### src/rtl/irq_route_pkg.sv
`timescale 1ns/1ps
package irq_route_pkg;
  localparam int SRC_W   = 7;
  localparam int MAP_W   = 8;
  localparam int POL_BIT = 7;

  // source bit positions, shared by status and routing registers
  localparam int SRC_SAMPLE = 0;
  localparam int SRC_FRDY   = 1;
  localparam int SRC_FWM    = 2;
  localparam int SRC_FOVR   = 3;
  localparam int SRC_MOTION = 4;
  localparam int SRC_STILL  = 5;
  localparam int SRC_SPARE  = 6;

  localparam int N_STICKY = 3;

  typedef logic [SRC_W-1:0] src_vec_t;
  typedef logic [MAP_W-1:0] map_t;
endpackage

### src/rtl/irq_clr_decode.sv
`timescale 1ns/1ps
module irq_clr_decode #(
  parameter int ADDR_W = 8,
  parameter logic [ADDR_W-1:0] STAT_ADDR = 8'h0B,
  parameter logic [ADDR_W-1:0] WIN_A_LO  = 8'h08,
  parameter logic [ADDR_W-1:0] WIN_A_HI  = 8'h0A,
  parameter logic [ADDR_W-1:0] WIN_B_LO  = 8'h0E,
  parameter logic [ADDR_W-1:0] WIN_B_HI  = 8'h15
) (
  input  logic              rd_valid,
  input  logic [ADDR_W-1:0] rd_addr,
  output logic              clr_motion,
  output logic              clr_sample
);
  logic in_win_a, in_win_b;

  always_comb begin
    in_win_a   = (rd_addr >= WIN_A_LO) && (rd_addr <= WIN_A_HI);
    in_win_b   = (rd_addr >= WIN_B_LO) && (rd_addr <= WIN_B_HI);
    clr_motion = rd_valid && (rd_addr == STAT_ADDR);
    clr_sample = rd_valid && (in_win_a || in_win_b);
  end
endmodule

### src/rtl/irq_sticky_bit.sv
`timescale 1ns/1ps
module irq_sticky_bit (
  input  logic clk,
  input  logic rst_n,
  input  logic set_i,
  input  logic clr_i,
  output logic q_o
);
  // set wins over clear so a coincident event is kept
  always_ff @(posedge clk or negedge rst_n) begin
    if (!rst_n)     q_o <= 1'b0;
    else if (set_i) q_o <= 1'b1;
    else if (clr_i) q_o <= 1'b0;
  end
endmodule

### src/rtl/irq_map_reg.sv
`timescale 1ns/1ps
module irq_map_reg
  import irq_route_pkg::*;
(
  input  logic clk,
  input  logic rst_n,
  input  logic we,
  input  map_t wdata,
  output map_t map_q
);
  always_ff @(posedge clk or negedge rst_n) begin
    if (!rst_n)  map_q <= '0;
    else if (we) map_q <= wdata;
  end
endmodule

### src/rtl/irq_pin_drive.sv
`timescale 1ns/1ps
module irq_pin_drive
  import irq_route_pkg::*;
(
  input  map_t     map_i,
  input  src_vec_t status_i,
  output logic     pin_o,
  output logic     oe_o
);
  src_vec_t sel;
  logic     active;

  always_comb begin
    sel    = map_i[SRC_W-1:0];
    active = |(sel & status_i);
    pin_o  = active ^ map_i[POL_BIT];
    oe_o   = |sel;
  end
endmodule

### src/rtl/irq_route_ctrl.sv
`timescale 1ns/1ps
module irq_route_ctrl
  import irq_route_pkg::*;
#(
  parameter int N_PINS = 2,
  parameter int ADDR_W = 8,
  localparam int SEL_W = (N_PINS > 1) ? $clog2(N_PINS) : 1
) (
  input  logic              clk,
  input  logic              rst_n,
  input  logic              cfg_we,
  input  logic [SEL_W-1:0]  cfg_sel,
  input  logic [MAP_W-1:0]  cfg_wdata,
  input  logic              rd_valid,
  input  logic [ADDR_W-1:0] rd_addr,
  input  logic              evt_motion,
  input  logic              evt_still,
  input  logic              evt_sample,
  input  logic              lvl_fifo_rdy,
  input  logic              lvl_fifo_wm,
  input  logic              lvl_fifo_ovr,
  output logic [SRC_W-1:0]  status,
  output logic [N_PINS-1:0] pin_out,
  output logic [N_PINS-1:0] pin_oe
);
  logic clr_motion, clr_sample;
  logic [N_STICKY-1:0] st_set, st_clr, st_q;

  irq_clr_decode #(.ADDR_W(ADDR_W)) u_dec (
    .rd_valid  (rd_valid),
    .rd_addr   (rd_addr),
    .clr_motion(clr_motion),
    .clr_sample(clr_sample)
  );

  // sticky slot order: 0 sample, 1 motion, 2 stillness
  always_comb begin
    st_set = {evt_still, evt_motion, evt_sample};
    st_clr = {clr_motion, clr_motion, clr_sample};
  end

  for (genvar s = 0; s < N_STICKY; s++) begin : g_sticky
    irq_sticky_bit u_bit (
      .clk  (clk),
      .rst_n(rst_n),
      .set_i(st_set[s]),
      .clr_i(st_clr[s]),
      .q_o  (st_q[s])
    );
  end

  always_comb begin
    status             = '0;
    status[SRC_SAMPLE] = st_q[0];
    status[SRC_FRDY]   = lvl_fifo_rdy;
    status[SRC_FWM]    = lvl_fifo_wm;
    status[SRC_FOVR]   = lvl_fifo_ovr;
    status[SRC_MOTION] = st_q[1];
    status[SRC_STILL]  = st_q[2];
    status[SRC_SPARE]  = 1'b0;
  end

  for (genvar p = 0; p < N_PINS; p++) begin : g_pin
    map_t map_q;
    logic wr_this;

    always_comb wr_this = cfg_we && (cfg_sel == SEL_W'(p));

    irq_map_reg u_map (
      .clk  (clk),
      .rst_n(rst_n),
      .we   (wr_this),
      .wdata(cfg_wdata),
      .map_q(map_q)
    );

    irq_pin_drive u_drv (
      .map_i   (map_q),
      .status_i(status),
      .pin_o   (pin_out[p]),
      .oe_o    (pin_oe[p])
    );
  end
endmodule

### config.mk
export PLATFORM = sky130hd
export DESIGN_NAME = irq_route_ctrl
export DESIGN_NICKNAME = d
export VERILOG_FILES = /design/src/rtl/irq_route_pkg.sv /design/src/rtl/irq_clr_decode.sv /design/src/rtl/irq_sticky_bit.sv /design/src/rtl/irq_map_reg.sv /design/src/rtl/irq_pin_drive.sv /design/src/rtl/irq_route_ctrl.sv
export SDC_FILE = /design/constraint.sdc
export NUM_CORES = 1
export LEC_CHECK = 0
export ABC_CLOCK_PERIOD_IN_PS = 950
export BUFFER_PORTS_ARGS = -buffer_cell sky130_fd_sc_hd__buf_2
export CAP_MARGIN = 15
export CORE_MARGIN = 2
export CORE_UTILIZATION = 35
export DETAILED_ROUTE_END_ITERATION = 8
export PLACE_DENSITY = 0.67
export SKIP_LAST_GASP = 1
export SYNTH_ARGS = -nofsm -noshare
export SYNTH_HDL_FRONTEND = slang
export SYNTH_SLANG_ARGS = --single-unit
### constraint.sdc
create_clock -name clk -period 0.95 [get_ports clk]
set_input_delay 0.0475 -clock clk [delete_from_list [all_inputs] [get_ports clk]]
set_output_delay 0.0475 -clock clk [all_outputs]
set_load 0.05 [all_outputs]
==> impl_metrics.py <==
metrics = {
    "pwr": {
        "p_leak_uw": 0.0006499,
        "vdd_drop_max_uv": 1040,
        "power.density_nw_per_um2": 1385,
        "power_uw": 2033,
    },
    "setup_path": {
        "regToRegEndpoint": "g_sticky[1].u_bit.q_o",
        "cpPeakStageDelay_ns": 0.44,
        "r2r-start": "g_sticky[1].u_bit.q_o",
        "cp-end-kind": "primary output",
        "ff2ff_setup_slack_ns": -0.10,
        "criticalPathCategory": "flop to primary output",
        "crit_chain": "a22oi_2, nand3_2, xor2_1, buf_4",
        "r2r_cells": 4,
        "required_ns": 0.90,
        "crit_family": "flip-flops",
        "cp_max_fo": 3,
        "critPathSlowestCell": "dfrtp_1",
        "worst_setup_path_start_kind": "flop",
        "arrival_ns": 1.39,
        "cp.depth": 4,
        "path_buf_inv": 1,
    },
    "worst_hold_path": {
        "hp-class": "input port to flop",
        "hold_path_startpoint": "cfg_wdata[1]",
        "worstHoldPathCells": 2,
        "min_to": "g_pin[0].u_map.map_q[1]",
    },
    "yosys": {
        "netlist_area_sq_um": 963.4,
        "synth_area_per_cell_sq_um": 12.35,
        "syn_nets": 105,
        "ys_ff_latch": 19,
        "ys_types": 22,
        "async_reset_ff_frac": 1.000,
        "synth_warnings": 0,
        "ys_seq_area_frac": 0.4935,
        "synth_ff_type": "dfrtp_1",
        "synth_edf_count": 0,
        "synthCells": 78,
    },
    "timing": {
        "slew_viol_final": 0,
        "max_freq_mhz": 696.2,
        "setup_viol_count_final": 8,
        "hold_viol": 0,
        "fin_crit_sh": 1.512,
        "rsz0062_at_grt": "yes",
        "fin_ws_ns": -0.4863,
        "clock_skew_ns": 0,
        "fin_crit_ns": 1.436,
    },
    "clock_network": {
        "cts_tree": "yes",
        "cts.sinks": 19,
        "clkLatencyLatePin_ns": 0.28,
        "path_clk_slew_ns": 0.10,
        "htree_levels": 1,
        "numCtsBuffers": 3,
        "root_buffer": "clkbuf_4",
        "clockBufferDepth": 2,
    },
    "finish": {
        "multi_input_area_sq_um": 452.9,
        "area_growth_pct": 52.34,
        "drive_gt1_frac": 0.6107,
        "final.fill_count": 255,
        "seq_area_sq_um": 475.5,
        "num_antenna_cells": 0,
        "utilization": 0.5463,
        "nets": 159,
    },
    "grt": {
        "track_usage": 0.1563,
        "grt_max_degree": 20,
        "antenna_found_initial": 0,
        "grt_pass1_vias": 813,
        "overflow": 0,
        "grt_pass1_wl_microns": 3788,
    },
    "floorplan": {
        "die_w_microns": 56.47,
        "coreArea_sq_um": 2686,
        "row_count": 19,
        "ios": 38,
        "die_h_microns": 56.47,
        "die_area_sq_um": 3188,
        "floorplan.initialDensity": 0.3586,
    },
    "detailed_routing": {
        "drc_errors": 0,
        "drtIter0Drc": 16,
        "wl_per_cell_microns": 13.99,
        "firstDrtPassIters": 4,
        "drtAntennaViolNets": 0,
        "routed_via_density": 4.778,
        "via_count": 774,
        "wl_microns": 2266,
    },
    "place": {
        "pre_cts_slack_ns": -0.2440,
        "port_buffers": 36,
        "gp_congestion": 0.8038,
        "dp_hpwl_microns": 1671,
    },
    "status": {
        "violations": "negative setup slack",
        "status": "finished, violations left",
    },
    "job": {
        "cap_violations": 0,
    },
}
layout by cell type, fill, tap and decap left out:
cell type | Yosys | routed
a21o_1 | 2 | 2
nand3_1 | 2 | 1
clkbuf_1 | 0 | 1
buf_2 | 0 | 29
a22oi_1 | 6 | 2
nand3b_1 | 2 | 2
nand2b_1 | 1 | 1
nor4b_4 | 1 | 1
nand2_2 | 1 | 1
dfrtp_1 | 19 | 19
a32o_1 | 1 | 1
inv_1 | 1 | 1
xor2_1 | 2 | 2
nor4_4 | 0 | 1
a31oi_1 | 1 | 1
buf_4 | 11 | 9
a21oi_1 | 1 | 1
dlygate4sd3_1 | 0 | 10
nor4_1 | 2 | 1
nor3_4 | 0 | 2
a22oi_2 | 0 | 4
conb_1 | 1 | 1
mux2_2 | 16 | 16
buf_8 | 0 | 3
nor2_1 | 1 | 1
clkbuf_4 | 0 | 3
nand3_2 | 0 | 1
buf_6 | 1 | 10
nor2b_1 | 2 | 2
nand2_1 | 2 | 2
through the flow:
step / area [sq um] / cells / TNS, ns / hold WS [ns]
finish: 1468 / 162 / -2.476 / 0.009025
global placement: 1171 / 144 / -0.6830 / 0.004309
global route: 1468 / 162 / -2.980 / 0.006347
floorplan: 963.4 / 78 / -0.1432 / -0.2481
CTS: 1408 / 161 / -2.668 / 0.003369
detailed placement: 1171 / 144 / -0.6968 / 0.006524
cells by family after synthesis:
kind of cell	Yosys count	share of synthesized area
compound gates	11	0.08441
xor+xnor	2	0.01819
buf+inv	13	0.1013
flops	19	0.4935
mux	16	0.1870
other cells	1	0.003892
simple gates	16	0.1117
layout make-up:
| cell class | instances | share of cell area |
|---|---|---|
| sequential | 19 | 0.3240 |
| tap | 31 | 0.02643 |
| clock buffer | 4 | 0.01790 |
| multi-input combinational | 46 | 0.3086 |
| timing repair buffer | 61 | 0.3205 |
| inverter | 1 | 0.002558 |
worst reg2reg max path: stages, from the launching register on:
cell and delay (ns):
dfrtp_1 0.43, buf_4 0.15, buf_6 0.10, buf_4 0.13
a21o_1 0.15
metal layers:
metal / track usage / vias up / part of all wire
met5: 0 / - / 0
met4: 0.06122 / 0 / 0.0084
met3: 0.03226 / 2 / 0.041
met2: 0.2409 / 20 / 0.51
met1: 0.2147 / 375 / 0.44
li1: - / 377 / -
registers in the layout (all words and copies together) (netlist names):
signal              count
g_pin.u_map.map_q      16
g_sticky.u_bit.q_o      3
report_power, final:
| group | switching (uW) | total, uW | leakage (uW) | internal, uW |
|---|---|---|---|---|
| clock | 229 | 391 | 0.0000150 | 163 |
| sequential | 88.5 | 999 | 0.000214 | 910 |
| combinational | 307 | 643 | 0.000421 | 337 |
| total | 624 | 2030 | 0.000650 | 1410 |
cells in the mapped netlist, types with 2 or more instances:
cell type / instances / area (sq um)
xor2_1: 2 / 17.52
nor4_1: 2 / 12.51
a22oi_1: 6 / 45.04
nand3_1: 2 / 10.01
a21o_1: 2 / 15.01
buf_4: 11 / 82.58
nor2b_1: 2 / 12.51
nor3_1: 2 / 10.01
dfrtp_1: 19 / 475.5
nand2_1: 2 / 7.510
mux2_2: 16 / 180.2
nand3b_1: 2 / 15.01
worst max path at each step:
stage / startpoint / end
after floorplan: g_sticky[1].u_bit.q_o / pin_out[0]
after global placement: g_sticky[1].u_bit.q_o / pin_out[0]
after detailed placement: g_sticky[1].u_bit.q_o / pin_out[0]
after CTS: g_sticky[0].u_bit.q_o / pin_out[0]
after global routing: g_pin[0].u_map.map_q[3] / pin_out[0]
final: g_sticky[0].u_bit.q_o / pin_out[1]
repair_timing:
action / 4_1_cts / 5_1_grt
hold buffers: 8 / 2
endpoints found under the setup margin: 7 / 9
hold endpoints to repair: 29 / 2
gates resized for setup: 25 / 13
setup buffers: 5 / 3
pin swaps: 6 / 4
Power figures use the tool's default switching activity.
